<file path="src/rtl/tmon_pkg.sv">
package tmon_pkg;
  localparam int LINE_SCL  = 0;
  localparam int LINE_SDA  = 1;
  localparam int NUM_LINES = 2;

  typedef struct packed {
    logic start;
    logic stop;
    logic scl_rise;
  } tmon_evt_t;
endpackage

</file>
<file path="src/rtl/tmon_line_filter.sv">
module tmon_line_filter #(
  parameter int FILT_CYC = 10
) (
  input  logic clk,
  input  logic rst,
  input  logic raw_i,
  output logic clean_o
);
  localparam int CW = $clog2(FILT_CYC + 1);
  localparam logic [CW-1:0] LAST = CW'(FILT_CYC - 1);

  logic         meta_q, sync_q;
  logic [CW-1:0] run_q;

  always_ff @(posedge clk) begin
    if (rst) begin
      meta_q <= 1'b1;
      sync_q <= 1'b1;
    end else begin
      meta_q <= raw_i;
      sync_q <= meta_q;
    end
  end

  always_ff @(posedge clk) begin
    if (rst) begin
      run_q   <= '0;
      clean_o <= 1'b1;
    end else if (sync_q == clean_o) begin
      run_q <= '0;
    end else if (run_q == LAST) begin
      run_q   <= '0;
      clean_o <= sync_q;
    end else begin
      run_q <= run_q + 1'b1;
    end
  end
endmodule

</file>
<file path="src/rtl/tmon_cond_detect.sv">
module tmon_cond_detect
  import tmon_pkg::*;
(
  input  logic      clk,
  input  logic      rst,
  input  logic      scl_c,
  input  logic      sda_c,
  output tmon_evt_t evt_o
);
  logic scl_q, sda_q;

  always_ff @(posedge clk) begin
    if (rst) begin
      scl_q <= 1'b1;
      sda_q <= 1'b1;
    end else begin
      scl_q <= scl_c;
      sda_q <= sda_c;
    end
  end

  always_comb begin
    evt_o.start    = scl_c && scl_q && sda_q && !sda_c;
    evt_o.stop     = scl_c && scl_q && !sda_q && sda_c;
    evt_o.scl_rise = scl_c && !scl_q;
  end
endmodule

</file>
<file path="src/rtl/tmon_low_timer.sv">
module tmon_low_timer
  import tmon_pkg::*;
#(
  parameter int TRIP_TICKS = 6000000
) (
  input  logic      clk,
  input  logic      rst,
  input  logic      open_i,
  input  logic      scl_c,
  input  tmon_evt_t evt_i,
  output logic      trip_o
);
  localparam int CW = $clog2(TRIP_TICKS + 1);
  localparam logic [CW-1:0] TRIP_M1 = CW'(TRIP_TICKS - 1);
  localparam logic [CW-1:0] TRIP_V  = CW'(TRIP_TICKS);

  logic [CW-1:0] low_q;
  logic          restart;

  assign restart = !open_i || evt_i.start || evt_i.stop || evt_i.scl_rise;
  assign trip_o  = !restart && !scl_c && (low_q == TRIP_M1);

  always_ff @(posedge clk) begin
    if (rst || restart)
      low_q <= '0;
    else if (!scl_c && low_q != TRIP_V)
      low_q <= low_q + 1'b1;
  end
endmodule

</file>
<file path="src/rtl/smbus_tmo_monitor.sv">
module smbus_tmo_monitor
  import tmon_pkg::*;
#(
  parameter int TICKS_PER_MS = 200000,
  parameter int TRIP_MS      = 30,
  parameter int GUARD_LO_MS  = 25,
  parameter int GUARD_HI_MS  = 35,
  parameter int FILT_CYC     = 10
) (
  input  logic clk,
  input  logic rst,
  input  logic scl_i,
  input  logic sda_i,
  output logic tmo_rst_o,
  output logic sda_rel_o,
  output logic busy_o
);
  localparam int TRIP_TICKS = TICKS_PER_MS * TRIP_MS;

  logic [NUM_LINES-1:0] raw_lines, clean_lines;
  logic                 scl_clean, sda_clean, trip;
  tmon_evt_t            evt;

  assign raw_lines[LINE_SCL] = scl_i;
  assign raw_lines[LINE_SDA] = sda_i;

  for (genvar g = 0; g < NUM_LINES; g++) begin : g_line
    tmon_line_filter #(.FILT_CYC(FILT_CYC)) u_filt (
      .clk    (clk),
      .rst    (rst),
      .raw_i  (raw_lines[g]),
      .clean_o(clean_lines[g])
    );
  end

  assign scl_clean = clean_lines[LINE_SCL];
  assign sda_clean = clean_lines[LINE_SDA];

  tmon_cond_detect u_cond (
    .clk  (clk),
    .rst  (rst),
    .scl_c(scl_clean),
    .sda_c(sda_clean),
    .evt_o(evt)
  );

  tmon_low_timer #(.TRIP_TICKS(TRIP_TICKS)) u_timer (
    .clk   (clk),
    .rst   (rst),
    .open_i(busy_o),
    .scl_c (scl_clean),
    .evt_i (evt),
    .trip_o(trip)
  );

  always_ff @(posedge clk) begin
    if (rst) begin
      busy_o    <= 1'b0;
      tmo_rst_o <= 1'b0;
      sda_rel_o <= 1'b0;
    end else begin
      tmo_rst_o <= trip;
      if (trip)           busy_o <= 1'b0;
      else if (evt.start) busy_o <= 1'b1;
      else if (evt.stop)  busy_o <= 1'b0;
      if (trip)           sda_rel_o <= 1'b1;
      else if (evt.start) sda_rel_o <= 1'b0;
    end
  end
endmodule

</file>
<file path="config.mk">
export PLATFORM = sky130hd
export DESIGN_NAME = smbus_tmo_monitor
export DESIGN_NICKNAME = d
export VERILOG_FILES = /design/src/rtl/tmon_pkg.sv /design/src/rtl/tmon_line_filter.sv /design/src/rtl/tmon_cond_detect.sv /design/src/rtl/tmon_low_timer.sv /design/src/rtl/smbus_tmo_monitor.sv
export SDC_FILE = /design/constraint.sdc
export NUM_CORES = 1
export LEC_CHECK = 0
export BUFFER_PORTS_ARGS = -buffer_cell sky130_fd_sc_hd__buf_2
export CAP_MARGIN = 20
export CELL_PAD_IN_SITES_DETAIL_PLACEMENT = 2
export CELL_PAD_IN_SITES_GLOBAL_PLACEMENT = 2
export CORE_MARGIN = 5
export CORE_UTILIZATION = 44
export CTS_BUF_LIST = sky130_fd_sc_hd__clkbuf_4
export DETAILED_ROUTE_END_ITERATION = 10
export PLACE_DENSITY_LB_ADDON = 0.1
export SYNTH_ARGS = -nofsm -noshare
export SYNTH_HDL_FRONTEND = slang
export SYNTH_SLANG_ARGS = --single-unit
</file>
<file path="constraint.sdc">
create_clock -name clk -period 2.7 [get_ports clk]
set_input_delay 0.135 -clock clk [delete_from_list [all_inputs] [get_ports clk]]
set_output_delay 0.135 -clock clk [all_outputs]
set_load 0.01 [all_outputs]
</file>
==> flow_metrics.env <==
export IMPL_hold_path_class="input pin to flop"
export IMPL_power_density_nw_per_um2=508
export IMPL_grt_ovfl_total=0
export IMPL_antenna_found_initial=0
export IMPL_yosysSeqAreaShare_pct=43.8
export IMPL_synthAdderAreaFrac_pct=3.91
export IMPL_synth_top_family_by_area="simple AND/OR/NAND/NOR gates"
export IMPL_avgSynthCellArea_um2=9.41
export IMPL_row_count=24
export IMPL_path_max_fanout=4
export IMPL_critPathLaunch="u_timer.low_q[1]$_SDFFE_PP0P_"
export IMPL_core_area_um2=4290
export IMPL_path_class="flop to flop"
export IMPL_status="completed"
export IMPL_required_ps=2990
export IMPL_detail_route_iter0_violations=37
export IMPL_cp_start_kind="flop"
export IMPL_die_h_um=76.0
export IMPL_worst_hold_startpoint="rst"
export IMPL_drv_slew=0
export IMPL_root_buffer="clkbuf_4"
export IMPL_insertion_delay_ps=350
export IMPL_ys_warn_count=0
export IMPL_synth_cell_area_um2=1920
export IMPL_area_growth_pct=7.95
export IMPL_syn_nets=214
export IMPL_post_route_min_period_ps=1900
export IMPL_wl_per_cell_um=16.8
export IMPL_grt_usage_pct=17.0
export IMPL_arrival_ps=2190
export IMPL_slowest_delay_ps=400
export IMPL_vias_per_cell=5.43
export IMPL_io_pins=7
export IMPL_synth_mux_area_share_pct=0.522
export IMPL_peakVddDrop_v=0.000237
export IMPL_place_area_um2=1970
export IMPL_synth_top_area_share_pct=43.8
export IMPL_maxCapViolCount=0
export IMPL_yosys_top_cells_area="dfxtp_1 44%, nor2_1 7.4%, xnor2_1 6.4%, xor2_1 5.9%, ha_1 3.9%"
export IMPL_path_cells="ha_1, nand4_1, or2_1, nor4b_2, o211ai_1, a21oi_1"
export IMPL_grt_max_degree=24
export IMPL_fin_area_um2=2070
export IMPL_cts_hold_buffers=2
export IMPL_power_uw=1050
export IMPL_antenna_left=0
export IMPL_final_util_pct=48.3
export IMPL_htreeDepth=2
export IMPL_synth_compound_area_share_pct=5.41
export IMPL_final_setup_tns_ps=0
export IMPL_cts_resized=0
export IMPL_setup_violations_final=0
export IMPL_skew_ps=1.91
export IMPL_power_leakage_uw=0.000753
export IMPL_gp_congestion=0.783
export IMPL_synth_simple_area_share_pct=30.5
export IMPL_grt_pass1_wl_mm=8.03
export IMPL_die_x_um=76.0
export IMPL_hold_viol=0
export IMPL_max_freq_mhz=525
export IMPL_yosys_area_share_xor_xnor_pct=12.3
export IMPL_ys_types=36
export IMPL_synth_seq_cells=42
export IMPL_cts_tree="built"
export IMPL_yosys_area_top_type="dfxtp_1"
export IMPL_slew_headroom_pct=50.4
export IMPL_rsz0062_at_grt="no"
export IMPL_cts_buffer_depth=2
export IMPL_drt_wl_total_mm=4.46
export IMPL_worst_pin_slew_ps=744
export IMPL_clk_pin_slew_worst_paths_ps=120
export IMPL_dp_hpwl_mm=3.15
export IMPL_start_util_pct=44.7
export IMPL_drc_errors=0
export IMPL_via_count=1438
export IMPL_numPortBuffers=6
export IMPL_n_antenna_cell=0
export IMPL_cp_slowest_cell="dfxtp_1"
export IMPL_period_share_pct=70.5
export IMPL_nets=222
export IMPL_reg2reg_from="u_timer.low_q[1]$_SDFFE_PP0P_"
export IMPL_layout_commonest_cell="dfxtp_1"
export IMPL_firstDrtPassIters=4
export IMPL_dieArea_um2=5780
export IMPL_clock_sinks=42
export IMPL_synthesis_instances=204
export IMPL_drive_above_1_share_pct=13.1
export IMPL_crit_path_end_kind="flop"
export IMPL_cts_setup_buffers=0
export IMPL_final_cell_mix="42 x dfxtp_1, 38 x nor2_1, 14 x xnor2_1"
export IMPL_cts_buffers=5
export IMPL_grt_pass1_vias=1612
worst paths after layout:
path / to / slack, ps / cells past startpoint
min reg2reg: g_line[1].u_filt.sync_q$_SDFF_PP1_ / 450 / 1
max reg2reg: sda_rel_o$_SDFFE_PP0P_ / 800 / 6
min: tmo_rst_o$_SDFF_PP0_ / 90 / 2
max: sda_rel_o$_SDFFE_PP0P_ / 800 / 6
cell usage after synthesis:
master    number
nand2_1        9
or2_2          6
nand4_4        2
nor2_1        38
nor4bb_1       1
o21ai_0        5
ha_1           6
nor2b_1        3
and4b_1        1
a211o_1        3
or3_1          5
and4_1         2
buf_2          2
inv_1          6
xor2_1        13
buf_6          2
o21bai_1       1
or2_4          1
mux2i_1        1
nor4_1         1
nand3_1        9
nand4_1        8
clkbuf_2       1
clkbuf_1       2
nor4b_2        1
nor2_2         1
and3_1         2
nand2b_1       2
dfxtp_1       42
o211ai_1       3
nor4_4         3
a21oi_1        3
or2_1          1
xnor2_1       14
a21o_1         1
nor3_1         3
cell families after synthesis:
group	count (synthesis)
AO/OA/AOI/OAI	16
XOR/XNOR	27
adder cells (fa/ha/maj)	6
buffers and inverters	13
flip-flops	42
multiplexers	1
AND/OR/NAND/NOR	99
layer usage:
layer | vias up | share of wire [%] | global-route usage, %
li1 | 704 | - | -
met1 | 717 | 44 | 19.2
met2 | 12 | 54 | 31.3
met3 | 5 | 1.8 | 3.55
met4 | 0 | 0.94 | 5.34
met5 | - | 0 | 0
where the power goes:
part | total (uW) | switching [uW] | internal, uW
registers | 626 | 2.39 | 623
logic | 12.7 | 5.61 | 7.14
clock network | 414 | 208 | 205
total | 1050 | 216 | 836
metrics by stage:
| step | worst slack, ps | cells | hold slack [ps] |
|---|---|---|---|
| after floorplan | 1170 | 204 | 239 |
| after global routing | 635 | 265 | 86.5 |
| after global placement | 904 | 255 | 322 |
| after CTS | 792 | 265 | 56.6 |
| after detailed placement | 819 | 255 | 325 |
| final | 797 | 265 | 92.7 |
cell type report:
class                      count  area (um2)
clock buffer                   6        45.0
timing repair buffer           8        50.0
fill                         463        2220
tap                           52        65.1
clock inverter                 2        37.5
multi-input combinational    149        1010
inverter                       6        22.5
sequential                    42         841
worst max-delay path: cells and delay by family (launching register included):
family / cells / cell delay, ps
DFF: 1 / 400
and+or+nand+nor: 3 / 890
adders and majority gates: 1 / 220
AOI/OAI and AO/OA: 2 / 340
state kept, by name, summed over array words and instances, names as in the netlist:
name	cells
busy_o	1
g_line.u_filt.clean_o	2
g_line.u_filt.run_q	8
u_timer.low_q	23
tmo_rst_o	1
sda_rel_o	1
g_line.u_filt.meta_q	2
u_cond.sda_q	1
u_cond.scl_q	1
g_line.u_filt.sync_q	2
Power figures use the tool's default switching activity.
